File: config.mk
export PLATFORM = sky130hd
export DESIGN_NAME = nand_cmd_decoder
export DESIGN_NICKNAME = d
export VERILOG_FILES = /design/src/rtl/nand_dec_pkg.sv /design/src/rtl/nand_bus_sampler.sv /design/src/rtl/nand_addr_asm.sv /design/src/rtl/nand_seq_fsm.sv /design/src/rtl/nand_cmd_decoder.sv
export SDC_FILE = /design/constraint.sdc
export NUM_CORES = 1
export LEC_CHECK = 0
export BUFFER_PORTS_ARGS = -buffer_cell sky130_fd_sc_hd__buf_2
export CAP_MARGIN = 25
export CORE_MARGIN = 3
export CORE_UTILIZATION = 57
export DETAILED_ROUTE_END_ITERATION = 10
export PLACE_DENSITY = 0.76
export SLEW_MARGIN = 20
export SYNTH_ARGS = -nofsm -noshare
export SYNTH_HDL_FRONTEND = slang
export SYNTH_SLANG_ARGS = --single-unit
File: constraint.sdc
create_clock -name clk -period 2.54 [get_ports clk]
set_input_delay 0.381 -clock clk [delete_from_list [all_inputs] [get_ports clk]]
set_output_delay 0.381 -clock clk [all_outputs]
set_load 0.1 [all_outputs]
File: src/rtl/nand_dec_pkg.sv
package nand_dec_pkg;

  typedef enum logic [3:0] {
    OP_NONE       = 4'd0,
    OP_READ       = 4'd1,
    OP_READ_CB    = 4'd2,
    OP_PROG       = 4'd3,
    OP_CACHE_PROG = 4'd4,
    OP_COPY_PROG  = 4'd5,
    OP_ERASE      = 4'd6,
    OP_RESET      = 4'd7,
    OP_IDENT      = 4'd8
  } op_e;

  typedef enum logic [2:0] {
    ST_IDLE,
    ST_ADDR,
    ST_CONF,
    ST_PDATA,
    ST_RCOL
  } seq_st_e;

  typedef enum logic [1:0] {
    K_RD,
    K_PG,
    K_CB,
    K_ER
  } seq_kind_e;

  localparam logic [7:0] C_RD_SETUP  = 8'h00;
  localparam logic [7:0] C_RD_GO     = 8'h30;
  localparam logic [7:0] C_RD_CB_GO  = 8'h35;
  localparam logic [7:0] C_PG_SETUP  = 8'h80;
  localparam logic [7:0] C_PG_GO     = 8'h10;
  localparam logic [7:0] C_PG_CACHE  = 8'h15;
  localparam logic [7:0] C_MOVE      = 8'h85;
  localparam logic [7:0] C_ER_SETUP  = 8'h60;
  localparam logic [7:0] C_ER_GO     = 8'hD0;
  localparam logic [7:0] C_RESET     = 8'hFF;
  localparam logic [7:0] C_STATUS    = 8'h70;
  localparam logic [7:0] C_IDENT     = 8'h90;

endpackage

File: src/rtl/nand_bus_sampler.sv
module nand_bus_sampler #(
  parameter int DW = 8
) (
  input  logic          clk,
  input  logic          rst,
  input  logic          ce_n,
  input  logic          cle,
  input  logic          ale,
  input  logic          we_n,
  input  logic [DW-1:0] io,
  output logic          cmd_stb,
  output logic          adr_stb,
  output logic [DW-1:0] byte_o
);

  logic          r_we, r_we_d, r_ce, r_cle, r_ale;
  logic [DW-1:0] r_io;
  logic          rise;

  assign rise = r_we & ~r_we_d & ~r_ce;

  always_ff @(posedge clk) begin
    if (rst) begin
      r_we    <= 1'b1;
      r_we_d  <= 1'b1;
      r_ce    <= 1'b1;
      r_cle   <= 1'b0;
      r_ale   <= 1'b0;
      r_io    <= '0;
      cmd_stb <= 1'b0;
      adr_stb <= 1'b0;
      byte_o  <= '0;
    end else begin
      r_we    <= we_n;
      r_we_d  <= r_we;
      r_ce    <= ce_n;
      r_cle   <= cle;
      r_ale   <= ale;
      r_io    <= io;
      cmd_stb <= rise & r_cle & ~r_ale;
      adr_stb <= rise & r_ale & ~r_cle;
      if (rise) byte_o <= r_io;
    end
  end

endmodule

File: src/rtl/nand_addr_asm.sv
module nand_addr_asm #(
  parameter  int COL_BYTES = 2,
  parameter  int ROW_BYTES = 2,
  localparam int NS        = COL_BYTES + ROW_BYTES,
  localparam int SW        = $clog2(NS)
) (
  input  logic                   clk,
  input  logic                   rst,
  input  logic                   clr,
  input  logic                   wr,
  input  logic [SW-1:0]          slot,
  input  logic [7:0]             din,
  output logic [8*COL_BYTES-1:0] col,
  output logic [8*ROW_BYTES-1:0] row
);

  logic [8*NS-1:0] flat;

  for (genvar g = 0; g < NS; g++) begin : g_slot
    logic [7:0] q;
    always_ff @(posedge clk) begin
      if (rst || clr)                     q <= '0;
      else if (wr && slot == SW'(g))      q <= din;
    end
    assign flat[8*g +: 8] = q;
  end

  assign col = flat[8*COL_BYTES-1:0];
  assign row = flat[8*NS-1:8*COL_BYTES];

endmodule

File: src/rtl/nand_seq_fsm.sv
module nand_seq_fsm
  import nand_dec_pkg::*;
#(
  parameter  int COL_BYTES = 2,
  parameter  int ROW_BYTES = 2,
  localparam int NS        = COL_BYTES + ROW_BYTES,
  localparam int SW        = $clog2(NS),
  localparam int CW        = $clog2(NS + 1)
) (
  input  logic                   clk,
  input  logic                   rst,
  input  logic                   busy,
  input  logic                   cmd_stb,
  input  logic                   adr_stb,
  input  logic [7:0]             byte_i,
  input  logic [8*COL_BYTES-1:0] col_i,
  input  logic [8*ROW_BYTES-1:0] row_i,
  output logic                   a_clr,
  output logic                   a_wr,
  output logic [SW-1:0]          a_slot,
  output logic                   op_valid_o,
  output logic [3:0]             op_code_o,
  output logic [8*COL_BYTES-1:0] col_o,
  output logic [8*ROW_BYTES-1:0] row_o,
  output logic                   err_o,
  output logic                   stat_o
);

  localparam logic [CW-1:0] N_ALL = CW'(NS);
  localparam logic [CW-1:0] N_ROW = CW'(ROW_BYTES);
  localparam logic [CW-1:0] N_COL = CW'(COL_BYTES);
  localparam logic [CW-1:0] B_ROW = CW'(COL_BYTES);

  seq_st_e   st_q, st_n;
  seq_kind_e kind_q, kind_n;
  logic [CW-1:0] cnt_q, cnt_n, need_c, base_c;
  logic iss, err_n, stat_n;
  op_e  iss_op;

  always_comb begin
    if (st_q == ST_RCOL) begin
      need_c = N_COL;
      base_c = '0;
    end else if (kind_q == K_ER) begin
      need_c = N_ROW;
      base_c = B_ROW;
    end else begin
      need_c = N_ALL;
      base_c = '0;
    end
  end

  assign a_slot = SW'(base_c + cnt_q);

  always_comb begin
    st_n   = st_q;
    kind_n = kind_q;
    cnt_n  = cnt_q;
    iss    = 1'b0;
    iss_op = OP_NONE;
    err_n  = 1'b0;
    stat_n = 1'b0;
    a_clr  = 1'b0;
    a_wr   = 1'b0;
    if (cmd_stb) begin
      if (byte_i == C_RESET) begin
        iss    = 1'b1;
        iss_op = OP_RESET;
        st_n   = ST_IDLE;
      end else if (byte_i == C_STATUS) begin
        stat_n = 1'b1;
      end else if (busy) begin
        err_n = 1'b1;
        st_n  = ST_IDLE;
      end else begin
        st_n = ST_IDLE;
        case (st_q)
          ST_IDLE: begin
            cnt_n = '0;
            case (byte_i)
              C_RD_SETUP: begin st_n = ST_ADDR; kind_n = K_RD; a_clr = 1'b1; end
              C_PG_SETUP: begin st_n = ST_ADDR; kind_n = K_PG; a_clr = 1'b1; end
              C_MOVE:     begin st_n = ST_ADDR; kind_n = K_CB; a_clr = 1'b1; end
              C_ER_SETUP: begin st_n = ST_ADDR; kind_n = K_ER; a_clr = 1'b1; end
              C_IDENT:    begin iss = 1'b1; iss_op = OP_IDENT; end
              default:    err_n = 1'b1;
            endcase
          end
          ST_CONF: begin
            if (kind_q == K_RD && byte_i == C_RD_GO) begin
              iss = 1'b1; iss_op = OP_READ;
            end else if (kind_q == K_RD && byte_i == C_RD_CB_GO) begin
              iss = 1'b1; iss_op = OP_READ_CB;
            end else if (kind_q == K_CB && byte_i == C_PG_GO) begin
              iss = 1'b1; iss_op = OP_COPY_PROG;
            end else if (kind_q == K_ER && byte_i == C_ER_GO) begin
              iss = 1'b1; iss_op = OP_ERASE;
            end else begin
              err_n = 1'b1;
            end
          end
          ST_PDATA: begin
            if (byte_i == C_PG_GO) begin
              iss = 1'b1; iss_op = OP_PROG;
            end else if (byte_i == C_PG_CACHE) begin
              iss = 1'b1; iss_op = OP_CACHE_PROG;
            end else if (byte_i == C_MOVE) begin
              st_n  = ST_RCOL;
              cnt_n = '0;
            end else begin
              err_n = 1'b1;
            end
          end
          default: err_n = 1'b1;
        endcase
      end
    end else if (adr_stb) begin
      if (st_q == ST_ADDR || st_q == ST_RCOL) begin
        a_wr  = 1'b1;
        cnt_n = CW'(cnt_q + 1'b1);
        if (cnt_q == CW'(need_c - 1'b1)) begin
          cnt_n = '0;
          st_n  = (st_q == ST_RCOL || kind_q == K_PG) ? ST_PDATA : ST_CONF;
        end
      end else begin
        err_n = 1'b1;
        st_n  = ST_IDLE;
      end
    end
  end

  always_ff @(posedge clk) begin
    if (rst) begin
      st_q       <= ST_IDLE;
      kind_q     <= K_RD;
      cnt_q      <= '0;
      op_valid_o <= 1'b0;
      op_code_o  <= OP_NONE;
      col_o      <= '0;
      row_o      <= '0;
      err_o      <= 1'b0;
      stat_o     <= 1'b0;
    end else begin
      st_q       <= st_n;
      kind_q     <= kind_n;
      cnt_q      <= cnt_n;
      op_valid_o <= iss;
      err_o      <= err_n;
      stat_o     <= stat_n;
      if (iss) begin
        op_code_o <= iss_op;
        col_o     <= col_i;
        row_o     <= row_i;
      end
    end
  end

endmodule

File: src/rtl/nand_cmd_decoder.sv
module nand_cmd_decoder #(
  parameter  int COL_BYTES = 2,
  parameter  int ROW_BYTES = 2,
  localparam int SW        = $clog2(COL_BYTES + ROW_BYTES)
) (
  input  logic                   clk,
  input  logic                   rst,
  input  logic                   ce_n,
  input  logic                   cle,
  input  logic                   ale,
  input  logic                   we_n,
  input  logic [7:0]             io,
  input  logic                   busy_i,
  output logic                   op_valid_o,
  output logic [3:0]             op_code_o,
  output logic [8*COL_BYTES-1:0] col_o,
  output logic [8*ROW_BYTES-1:0] row_o,
  output logic                   err_o,
  output logic                   stat_req_o
);

  logic                   cmd_stb, adr_stb;
  logic [7:0]             bus_byte;
  logic                   a_clr, a_wr;
  logic [SW-1:0]          a_slot;
  logic [8*COL_BYTES-1:0] asm_col;
  logic [8*ROW_BYTES-1:0] asm_row;

  nand_bus_sampler #(.DW(8)) u_smp (
    .clk     (clk),
    .rst     (rst),
    .ce_n    (ce_n),
    .cle     (cle),
    .ale     (ale),
    .we_n    (we_n),
    .io      (io),
    .cmd_stb (cmd_stb),
    .adr_stb (adr_stb),
    .byte_o  (bus_byte)
  );

  nand_addr_asm #(.COL_BYTES(COL_BYTES), .ROW_BYTES(ROW_BYTES)) u_asm (
    .clk  (clk),
    .rst  (rst),
    .clr  (a_clr),
    .wr   (a_wr),
    .slot (a_slot),
    .din  (bus_byte),
    .col  (asm_col),
    .row  (asm_row)
  );

  nand_seq_fsm #(.COL_BYTES(COL_BYTES), .ROW_BYTES(ROW_BYTES)) u_fsm (
    .clk        (clk),
    .rst        (rst),
    .busy       (busy_i),
    .cmd_stb    (cmd_stb),
    .adr_stb    (adr_stb),
    .byte_i     (bus_byte),
    .col_i      (asm_col),
    .row_i      (asm_row),
    .a_clr      (a_clr),
    .a_wr       (a_wr),
    .a_slot     (a_slot),
    .op_valid_o (op_valid_o),
    .op_code_o  (op_code_o),
    .col_o      (col_o),
    .row_o      (row_o),
    .err_o      (err_o),
    .stat_o     (stat_req_o)
  );

endmodule

### Word level (Yosys, flattened, before mapping)

Index checks and enable logic that the tools add are counted.

* register bits: 102
* word-level logic and storage cells: 172

* add/sub/neg operators: 3
* equality and inequality tests: 31
* mux-type cells: 78
* bitwise gates (word level): 14
* reductions and logical operators: 24

Operators with widths (number)
* $mux 3: 24
* $eq 8x8->1 const B: 5
* $mux 1: 37
* $mux 4: 9
* $eq 8x5->1 const B: 2
* $eq 8x6->1 const B: 2
* $eq 8x7->1 const B: 2
* $pmux 3 s2: 2
* $pmux 4 s3: 1
* $ne 3x3->1 const B: 3
* $reduce_and 9->1: 1
* $eq 2x2->1 const B: 4
* $logic_and 1x1->1: 8
* $logic_not 8->1: 1
* $not 1->1: 8
* $pmux 2 s4: 1
* $and 1x1->1: 6
* $eq 3x2->1 const B: 2
* $ne 2x2->1 const B: 3
* $ne 3x2->1 const B: 2
* $pmux 1 s3: 2
* $reduce_and 6->1: 1
* $reduce_or 5->1: 1
* $eq 2x1->1 const B: 2
* other kinds (16): 21

### Longest topological paths before layout

Gate-level depths: netlist of the first run.

* depth in word-level cells: 11
* gate-level depth with buffers: 9
* depth with buffers taken out: 6

### Hierarchy

A second synthesis of the first run with hierarchy kept.

* cells, all modules: 495
* area total of the unflattened synthesis: 4783.3 um^2

Modules (own cells, without submodules)
* nand_seq_fsm: instances 1, cells an instance 308, area each 2600.0 um^2
* nand_addr_asm: instances 1, cells an instance 120, area each 1398.8 um^2
* nand_bus_sampler: instances 1, cells an instance 67, area each 784.5 um^2

### Least setup slack after synthesis of the first run

Ideal clock, no wire load.

* path kind: reg2reg
* start point: reg u_smp.byte_o[0]
* end point: reg u_fsm.kind_q[0]
* data arrival time: 1990 ps
* data required time: 2470 ps
* slack: 479 ps
* cell stages (with the launch flop): 8
* path buffers: 1
* clock period less this slack: 2061 ps
* path through: dfxtp_1 -> or2_0 -> buf_2 -> o21bai_1 -> a211o_1 -> or3_4 -> or4_1 -> a21oi_1

* cells in the longest elaborated chain, start to end: 3

Ends and longest elaborated chain
* start: declaration: RTL line nand_bus_sampler.sv:13 `output logic [DW-1:0] byte_o`
* start signal: assignment: RTL line nand_bus_sampler.sv:42 `if (rise) byte_o <= r_io;`
* $eq 8x8->1 (tied with other cells): RTL line nand_seq_fsm.sv:80 `case (byte_i)`
* $reduce_bool 4->1 (no line) or $not 1->1 (tied branches)
* $reduce_and 6->1 (no line)
* end signal: assignment: RTL line nand_seq_fsm.sv:145 `kind_q <= kind_n;`
* end: declaration: RTL line nand_seq_fsm.sv:35 `seq_kind_e kind_q, kind_n;`

Several ways; a longest one is shown, not always the timed one.
A chain may end at the register's enable or synchronous reset.

### Worst setup path in the final report of the first run

* start point: reg u_fsm.st_q[1]
* end point: reg u_fsm.cnt_q[2]

* cells in the longest elaborated chain, start to end: 8

Ends and longest elaborated chain
* start: declaration: RTL line nand_seq_fsm.sv:34 `seq_st_e st_q, st_n;`
* start signal: assignment: RTL line nand_seq_fsm.sv:144 `st_q <= st_n;`
* $eq 3x3->1: RTL line nand_seq_fsm.sv:41, nand_seq_fsm.sv:118
* $mux 3: RTL line nand_seq_fsm.sv:41 `if (st_q == ST_RCOL) begin`
* $sub 3x1->3: RTL line nand_seq_fsm.sv:121 `if (cnt_q == CW'(need_c - 1'b1)) begin`
* $eq 3x3->1: RTL line nand_seq_fsm.sv:121
* $mux 3: RTL line nand_seq_fsm.sv:121
* $mux 3: RTL line nand_seq_fsm.sv:118 `if (st_q == ST_ADDR || st_q == ST_RCOL) begin`
* $mux 3: RTL line nand_seq_fsm.sv:117 `end else if (adr_stb) begin`
* $mux 3: RTL line nand_seq_fsm.sv:65 `if (cmd_stb) begin`
* end signal: assignment: RTL line nand_seq_fsm.sv:146 `cnt_q <= cnt_n;`
* end: declaration: RTL line nand_seq_fsm.sv:36 `logic [CW-1:0] cnt_q, cnt_n, need_c, base_c;`

Several ways; a longest one is shown, not always the timed one. The select of a mux whose other input is x is not followed.

==> results of run 1 <==
## cells by family (layout without fill, tap and decap cells)
| group | Yosys count | after routing | synth area share, % |
|---|---|---|---|
| adders and majority gates | 1 | 1 | 0.2914 |
| AOI/OAI and AO/OA | 105 | 105 | 13.96 |
| muxes | 41 | 41 | 9.589 |
| buffers and inverters | 48 | 94 | 5.217 |
| and+or+nand+nor | 187 | 187 | 22.76 |
| DFF | 102 | 102 | 47.57 |
| xor gates and xnor gates | 3 | 3 | 0.6122 |
## layer usage
layer  wire [um]  GRT usage [%]  vias to the layer above  part of all wire, %
met1        4387          30.76                     1687                   45
met4          80          8.913                        0                 0.82
met2        4721          39.71                       94                   49
met5           0              0                        -                    0
li1            -              -                     1801                    -
met3         521          4.143                        7                  5.4
## cells in the mapped netlist (all sizes together), types with 4 or more instances
cell / n / area share (%)
nand3: 37 / 4.3
mux2i: 40 / 9.3
nand2: 16 / 1.4
and3: 4 / 0.58
nand2b: 6 / 0.87
or2: 5 / 0.73
nor3b: 5 / 0.87
dfxtp: 102 / 48
buf: 23 / 2.9
nor2b: 12 / 1.7
o21ai: 38 / 4.4
nor3: 16 / 1.9
nor2: 58 / 5.2
a21oi: 45 / 5.2
clkbuf: 22 / 2.0
or3: 6 / 0.99
## area by class of cell
| class | instances | area, um2 | share of cell area (%) |
|---|---|---|---|
| Timing Repair Buffer | 75 | 455.4 | 9.389 |
| Multi-Input combinational cell | 337 | 2031 | 41.86 |
| Clock buffer | 9 | 123.9 | 2.554 |
| Inverter | 3 | 11.26 | 0.2321 |
| Clock inverter | 7 | 63.81 | 1.315 |
| Tap cell | 99 | 123.9 | 2.554 |
| Sequential cell | 102 | 2042 | 42.09 |
## worst max-delay path by stage
stage	endpoint	cells past startpoint	slack, ps
global route	u_fsm.cnt_q[2]	7	110
CTS	u_fsm.kind_q[0]	6	260
finish	u_fsm.cnt_q[2]	6	240
detailed placement	u_fsm.cnt_q[2]	6	290
global placement	u_fsm.kind_q[0]	6	320
floorplan	u_fsm.kind_q[0]	7	480
## flip-flops by register name (all words and copies together) (netlist names), 2 cells and up
| signal | count |
|---|---|
| u_asm.g_slot.q | 32 |
| u_fsm.col_o | 16 |
| u_fsm.row_o | 16 |
| u_smp.byte_o | 8 |
| u_smp.r_io | 8 |
| u_fsm.op_code_o | 4 |
| u_fsm.cnt_q | 3 |
| u_fsm.st_q | 3 |
| u_fsm.kind_q | 2 |
## per-stage QoR
step	instances	instance area, um2	total power [uW]	setup WS, ps	utilization, %
after detailed placement	616	4663	1718	295.0	63.95
after CTS	632	4851	2666	261.9	66.52
after floorplan	487	4293	1691	479.4	-
after global placement	616	4663	1716	317.2	63.95
after global routing	632	4851	2753	113.2	66.52
final	632	4851	2649	238.5	66.52
## power by group through the flow
stage | registers [uW] | logic (uW) | clock network, uW
after floorplan | 1650 | 41.7 | 0
after global placement | 1650 | 63.3 | 0
after detailed placement | 1650 | 64.8 | 0
after CTS | 1620 | 64.8 | 986
after global routing | 1620 | 71.0 | 1060
final | 1620 | 64.5 | 969
==> flow_metrics.tcl, run 1 <==
set metrics [dict create \
    finalNetCount 544 \
    final_cell_mix "102 x dfxtp_1, 57 x nor2_1, 53 x buf_2" \
    core_mm2 0.007292 \
    finalWirelength_mm 9.711 \
    fin_crit_sh_pct 90.61 \
    cts_num_sinks 102 \
    gp_congestion 0.8957 \
    antennaDiodeCount 0 \
    track_usage_pct 23.81 \
    required_ps 2840 \
    hold_depth 2 \
    hold_start "ce_n" \
    ios 54 \
    h-tree-depth 3 \
    grt_pass1_vias 3368 \
    cts_tree "built" \
    insertion_delay_ps 370 \
    ys_types 54 \
    crit_buf_inv 0 \
    cp_max_fo 9 \
    port_buffers 53 \
    grt_max_degree 38 \
    worstReg2RegEnd "u_fsm.cnt_q[2]" \
    async_flop_share_pct 0 \
    rr_startpoint "u_fsm.st_q[1]" \
    synth_seq_cells 102 \
    start_kind "flop" \
    cts-hold-fix-buffers 0 \
    vias_per_cell 5.679 \
    syn_inst 487 \
    reg2reg_slack_ps 240 \
    critPathKind "reg2reg" \
    synth_seq_area_share_pct 47.57 \
    holdPathEnd "u_smp.r_ce" \
    drt_iter0_markers 176 \
    hold_violations 0 \
    power_density_mw_per_mm2 546.2 \
    worst_pin_slew_ps 556.4 \
    antenna_found_initial 0 \
    max_freq_mhz 434.5 \
    holdWs_ps 187.9 \
    startpoint "u_fsm.st_q[1]" \
    vias 3589 \
    maxCapViolCount 0 \
    cts_buffers 9 \
    rows 31 \
    cts_setup_buffers 0 \
    clock_path_buffers 2 \
    hold_path_class "in2reg" \
    fin_setup_tns_ps 0 \
    wl_per_cell_um 15.37 \
    start_util_pct 58.87 \
    synth_area_mm2 0.004293 \
    layout-drive-gt1-share_pct 18.57 \
    synth_nets 503 \
    endpoint_kind "flop" \
    relSlewSlack_pct 62.40 \
    vdd_drop_max_v 0.0004444 \
    critPathSlowestCell "or4_1" \
    crit_path_cell_trace "or3b_1 -> or4_1 -> nand2_1 -> a41oi_1 -> nand4bb_1 -> a21oi_1" \
    pwr-share-clk_pct 36.6 \
    syn_avg_cell_area_um2 8.815 \
    cp_top_family "simple AND/OR/NAND/NOR gates" \
    leakagePower_uw 0.001935 \
    intPower_uw 2011 \
    post_cts_resized 0 \
    cts_root_buf "clkbuf_8" \
    period_needed_ps 2301 \
    p_comb_share_pct 2.4 \
    die_w_um 92.79 \
    final_common_cell "dfxtp_1" \
    grt_pass1_wl_mm 16.22 \
    die_h_um 92.79 \
    fill_cells 636 \
    finalClockSkew_ps 19.59 \
    final_antenna_net_count 0 \
    outcome "complete, no violations" \
    maxSlewViolCount 0 \
    power.switching_uw 638.7 \
    ys.warnings.count 0 \
    cp_data_arrival_time_ps 2610 \
    synth-edff-count 0 \
    hpwl_mm 7.011 \
    rsz0062_at_grt "no" \
    dominantRegCellSynth "dfxtp_1" \
    overflow 0 \
    drt_pass1_iterations 5 \
    drc 0 \
    clk_pin_slew_ps 110 \
    finalSetupViolCount 0 \
    area_growth_syn_to_layout_pct 13.00 \
    ff2ff_path_depth 6 \
    p_seq_share_pct 61.0 \
    die_area_mm2 0.008609 \
    slowest_delay_ps 540 \
    sw_frac_of_total_pct 24.11 \
]
Note: power is estimated with default switching activity, not from simulation.
==> inputs of run 2 (changes only) <==
- CORE_UTILIZATION: 57 -> 58
- GPL_ROUTABILITY_DRIVEN: default -> 1
- SYNTH_HIERARCHICAL: default -> 1
==> run 2 against run 1 <==
Net effect: clock skew decreased by 9.7 ps; sequential share of layout area decreased by 4.8 points; non-clock buffer count increased by 6; critical endpoint is now u_fsm/row_o[15].
==> flow_metrics.tcl, run 2 <==
set metrics [dict create \
    crit_path_cell_trace "or4_4 -> a2111oi_4 -> o21ai_2 -> a211oi_4 -> buf_4 -> buf_12 -> mux2i_1" \
    start_util_pct 60.95 \
    antenna_found_initial 0 \
    hpwl_mm 7.612 \
    cts_buffers 9 \
    final_util_pct 69.79 \
    synth_area_leaders "dfxtp_1 43%, mux2i_1 15%, or3b_2 6.4%" \
    yosysMostFrequentCell "dfxtp_1" \
    core_mm2 0.007848 \
    endpoint_kind "flop" \
    ys.warnings.count 6 \
    largest_registers "u_asm/g_slot.q (32), u_fsm/col_o (16), u_fsm/row_o (16)" \
    grt_pass1_vias 3692 \
    place_inst 640 \
    relSlewSlack_pct 39.84 \
    leakagePower_uw 0.002140 \
    critPathSlowestCell "or4_4" \
    insertion_delay_ps 360 \
    power_density_mw_per_mm2 499.5 \
    fin_cells 658 \
    fin_setup_tns_ps 0 \
    finalClockSkew_ps 9.880 \
    fin_crit_sh_pct 94.79 \
    final_common_cell "dfxtp_1" \
    cts_root_buf "clkbuf_8" \
    postLayoutCellArea_mm2 0.005477 \
    yosysTopAreaCell "dfxtp_1" \
    crit_buf_inv 2 \
    drt_iter0_markers 198 \
    slowest_delay_ps 620 \
    vias_per_cell 5.702 \
    maxSlewViolCount 0 \
    syn_inst 495 \
    rsz0062_at_grt "no" \
    vias 3752 \
    ff2ff_path_depth 7 \
    ys_types 64 \
    grt_pass1_wl_mm 18.44 \
    hold_path_class "in2reg" \
    max_freq_mhz 415.3 \
    cts-hold-fix-buffers 0 \
    worstSetupPathDepth 7 \
    start_kind "flop" \
    synth_seq_area_share_pct 42.69 \
    die_area_mm2 0.009373 \
    required_ps 2820 \
    synth_top_area_share_pct 42.69 \
    synth_seq_cells 102 \
    cts_tree "built" \
    drt_pass1_iterations 4 \
    final_cell_mix "100 x dfxtp_1, 75 x nand2_1, 72 x mux2i_1" \
    h-tree-depth 3 \
    worst_pin_slew_ps 898.5 \
    rows 32 \
    finalNetCount 568 \
    wl_per_cell_um 16.81 \
    placed_area_mm2 0.005211 \
    final_antenna_net_count 0 \
    vdd_drop_max_v 0.0004584 \
    netlist_top_cells_count "102 x dfxtp_1, 75 x nand2_1, 72 x mux2i_1, 35 x or3b_2, 24 x clkbuf_1" \
    cp_top_family "compound AO/OA/AOI/OAI gates" \
    syn_avg_cell_area_um2 9.663 \
    gp_congestion 0.9445 \
    cp_max_fo 17 \
    top_register "u_asm/g_slot.q" \
    dominantRegCellSynth "dfxtp_1" \
    overflow 0 \
    largest_register_ffs 32 \
    outcome "complete, no violations" \
    finalWirelength_mm 11.06 \
    synth-edff-count 0 \
    async_flop_share_pct 0 \
    port_buffers 53 \
    clk_pin_slew_ps 100 \
    ios 54 \
    synth_nets 511 \
    maxCapViolCount 0 \
    die_w_um 96.82 \
    area_growth_syn_to_layout_pct 14.49 \
    cp_data_arrival_time_ps 2690 \
    track_usage_pct 23.57 \
    die_h_um 96.82 \
    synth_area_mm2 0.004783 \
    finalSetupViolCount 0 \
    grt_max_degree 71 \
    antennaDiodeCount 0 \
    drc 0 \
    period_needed_ps 2408 \
    cts_num_sinks 102 \
    critPathKind "reg2reg" \
    hold_depth 2 \
    clock_path_buffers 2 \
    layout-drive-gt1-share_pct 25.90 \
    hold_violations 0 \
]
## run 2: layout make-up
| type | count | area [um2] |
|---|---|---|
| multi-input combinational | 349 | 2524 |
| fill | 633 | 2371 |
| sequential | 102 | 2044 |
| timing repair buffer | 81 | 550.5 |
| clock buffer | 11 | 141.4 |
| tap | 102 | 127.6 |
| clock inverter | 4 | 55.05 |
| inverter | 9 | 33.78 |
## run 2: power by group
group          switching (uW)  internal [uW]  total [uW]
Combinational            51.0           34.5        85.5
Sequential               4.24           1610        1610
Clock                     552            484        1040
## run 2: repair_timing
item	4_1_cts	5_1_grt
setup buffers	0	1
resized for setup	0	3
endpoints found under the setup margin	0	33
## run 2: worst paths after layout
| path | from | end | slack [ps] |
|---|---|---|---|
| setup reg to reg | u_smp/byte_o[2] | u_fsm/row_o[15] | 130 |
| hold / removal | ce_n | u_smp/r_ce | 190 |
| setup / recovery | u_smp/byte_o[2] | u_fsm/row_o[15] | 130 |
| hold reg to reg | u_smp/r_we | u_smp/r_we_d | 450 |
## run 2: cells by family (layout without fill, tap and decap cells)
logic type | after synthesis | count (layout) | share of synthesized area, %
simple gates | 224 | 224 | 28.33
flops | 102 | 102 | 42.69
mux | 72 | 72 | 15.07
compound gates | 50 | 50 | 8.606
buf+inv | 44 | 105 | 4.682
xor+xnor | 2 | 2 | 0.3663
fa+ha+maj | 1 | 1 | 0.2615
## run 2: routing by layer
| metal | global-route usage (%) | vias to the layer above | part of all wire, % |
|---|---|---|---|
| li1 | - | 1867 | - |
| met1 | 29.20 | 1793 | 45 |
| met2 | 41.72 | 76 | 50 |
| met3 | 4.542 | 16 | 3.5 |
| met4 | 6.263 | 0 | 1.7 |
| met5 | 0 | - | 0 |
## run 2: worst register-to-register path: cells and delay by family (launching register included)
kind	cells	cell delay, ps
buffers and inverters	2	360
AND/OR/NAND/NOR	1	620
flip-flops	1	370
multiplexers	1	240
AO/OA/AOI/OAI	3	740
## run 2: metrics by stage
stage               setup slack, ps  power, uW  hold WS, ps
floorplan                     213.9       1705        397.0
global route                  22.17       2834        187.7
detailed placement            93.10       1732        421.8
CTS                           80.98       2749        179.2
global placement              101.3       1730        408.9
finish                        132.3       2735        193.9
==> inputs of run 3 (changes only) <==
- CORE_ASPECT_RATIO: default -> 0.7
- GPL_TIMING_DRIVEN: default -> 0
- PLACE_DENSITY: 0.76 -> 0.84
==> run 3 against run 2 <==
Net effect: sequential power barely moved; clock power rose by 36%; worst hold slack gained 15 ps; total power up 14%; via count increased by 5.4%; flip-flop and latch count stayed put; first-iteration DRC count is 74% higher; core utilization up 1.2 points; global-route usage increased by 1.4 points; critical path type unchanged.
==> flow_metrics.tcl, run 3 (synthesis results as in run 2) <==
set metrics [dict create \
    grtUsageMet2_pct 39.61 \
    insertion_delay_ps 350 \
    clock_path_buffers 2 \
    leakagePower_uw 0.002215 \
    hold_path_class "in2reg" \
    power_density_mw_per_mm2 552.5 \
    fin_setup_tns_ps 0 \
    vias 3953 \
    area_growth_syn_to_layout_pct 17.89 \
    hold_violations 0 \
    antenna_found_initial 0 \
    cts-hold-fix-buffers 0 \
    final_common_cell "dfxtp_1" \
    power.switching_uw 677.4 \
    hpwl_mm 8.286 \
    start_util_pct 60.25 \
    finalNetCount 579 \
    ios 54 \
    cp_max_fo 10 \
    cts_buffers 9 \
    final_cell_mix "97 x dfxtp_1, 75 x nand2_1, 70 x mux2i_1" \
    busiest_layer "met2" \
    grt_pass1_vias 3652 \
    critPathKind "reg2reg" \
    outcome "complete, no violations" \
    fin_crit_sh_pct 97.89 \
    overflow 0 \
    rows 27 \
    largest_register_ffs 32 \
    required_ps 2810 \
    cts_tree "built" \
    die_w_um 114.5 \
    vdd_drop_max_v 0.0006148 \
    worst_pin_slew_ps 586.8 \
    max_freq_mhz 402.2 \
    wl_per_cell_um 17.37 \
    holdWs_ps 209.4 \
    finalSetupViolCount 0 \
    vias_per_cell 5.909 \
    drt_iter0_markers 345 \
    port_buffers 53 \
    placed_area_mm2 0.005175 \
    intPower_uw 2438 \
    sw_frac_of_total_pct 21.74 \
    core_mm2 0.007939 \
    p_comb_share_pct 2.9 \
    relSlewSlack_pct 60.88 \
    endpoint_kind "flop" \
    pwr-share-clk_pct 45.3 \
    gp_congestion 0.9779 \
    p_seq_share_pct 51.8 \
    finalWirelength_mm 11.62 \
    period_needed_ps 2486 \
    finalClockSkew_ps 5.098 \
    largest_registers "u_asm/g_slot.q (32), u_fsm/col_o (16), u_fsm/row_o (16)" \
    cp_data_arrival_time_ps 2750 \
    maxSlewViolCount 0 \
    start_kind "flop" \
    final_antenna_net_count 0 \
    h-tree-depth 3 \
    grt_max_degree 18 \
    drc 0 \
    cts_num_sinks 102 \
    use_met3_pct 7.069 \
    die_area_mm2 0.009390 \
    cts_root_buf "clkbuf_16" \
    clk_pin_slew_ps 70 \
    multi_input_area_mm2 0.002604 \
    drt_pass1_iterations 8 \
    top_register "u_asm/g_slot.q" \
    met1_usage_pct 32.76 \
    track_usage_pct 24.98 \
    fill_cells 580 \
    regArea_mm2 0.002048 \
    grt_pass1_wl_mm 18.26 \
    antennaDiodeCount 0 \
    maxCapViolCount 0 \
    die_h_um 81.98 \
    postLayoutCellArea_mm2 0.005639 \
    layout-drive-gt1-share_pct 27.64 \
]
[run 3: changes by cell type in the layout (fill, tap and decap cells not counted), moves of 3 or more]
cell / before / now
buf_6: 0 / 4
clkbuf_4: 0 / 4
dfxtp_1: 100 / 97
buf_4: 23 / 3
clkbuf_8: 10 / 1
clkbuf_16: 1 / 9
clkbuf_1: 1 / 14
buf_2: 53 / 57
dfxtp_2: 2 / 5
clkbuf_2: 0 / 7
[run 3: layout make-up]
cell class / count / area share [%]
inverter: 9 / 0.5991
timing repair buffer: 57 / 5.369
tap: 101 / 2.241
buffer: 35 / 3.861
sequential: 102 / 36.32
clock buffer: 10 / 4.238
clock inverter: 6 / 1.198
multi-input combinational: 349 / 46.17
[run 3: power by group through the flow]
stage	clock (uW)	combinational (uW)	sequential, uW
2_1_floorplan	0	55.3	1650
3_3_place_gp	0	82.9	1650
3_5_place_dp	0	86.3	1650
4_1_cts	1430	87.6	1610
5_1_grt	1480	97.8	1620
6_report	1410	89.5	1620
[run 3: path summary, 6_finish.rpt]
path | to | cells after the start | slack (ps) | start
max reg2reg | u_fsm/row_o[4] | 8 | 50 | u_smp/byte_o[3]
min reg2reg | u_smp/r_we_d | 1 | 440 | u_smp/r_we
min | u_smp/r_we | 2 | 210 | we_n
max | u_fsm/row_o[4] | 8 | 50 | u_smp/byte_o[3]
[run 3: worst max-delay path, stage by stage, from the launching register on]
cell,delay [ps]
dfxtp_2,380
or4_4,550
buf_6,160
a2111oi_4,330
a2111oi_2,130
a211oi_4,310
buf_6,170
buf_8,160
mux2i_1,220
[run 3: metrics by stage]
step	total power [uW]	utilization (%)	std cells	worst slack, ps
finish	3116	71.03	669	53.59
global route	3196	71.03	669	-15.11
CTS	3132	70.15	668	18.29
detailed placement	1738	65.19	649	-372.9
global placement	1734	65.19	649	-286.2
floorplan	1705	-	495	213.9
[run 3: layer usage]
metal / share of wire, % / vias to the layer above
met2: 45 / 192
li1: - / 1905
met3: 10 / 22
met1: 43 / 1834
met5: 0 / -
met4: 2.0 / 0
[run 3: what timing repair did]
action | 4_1_cts | 5_1_grt
setup buffers | 3 | 1
resized for setup | 16 | 30
setup endpoints to repair | 65 | 68
pin swaps | 1 | 3
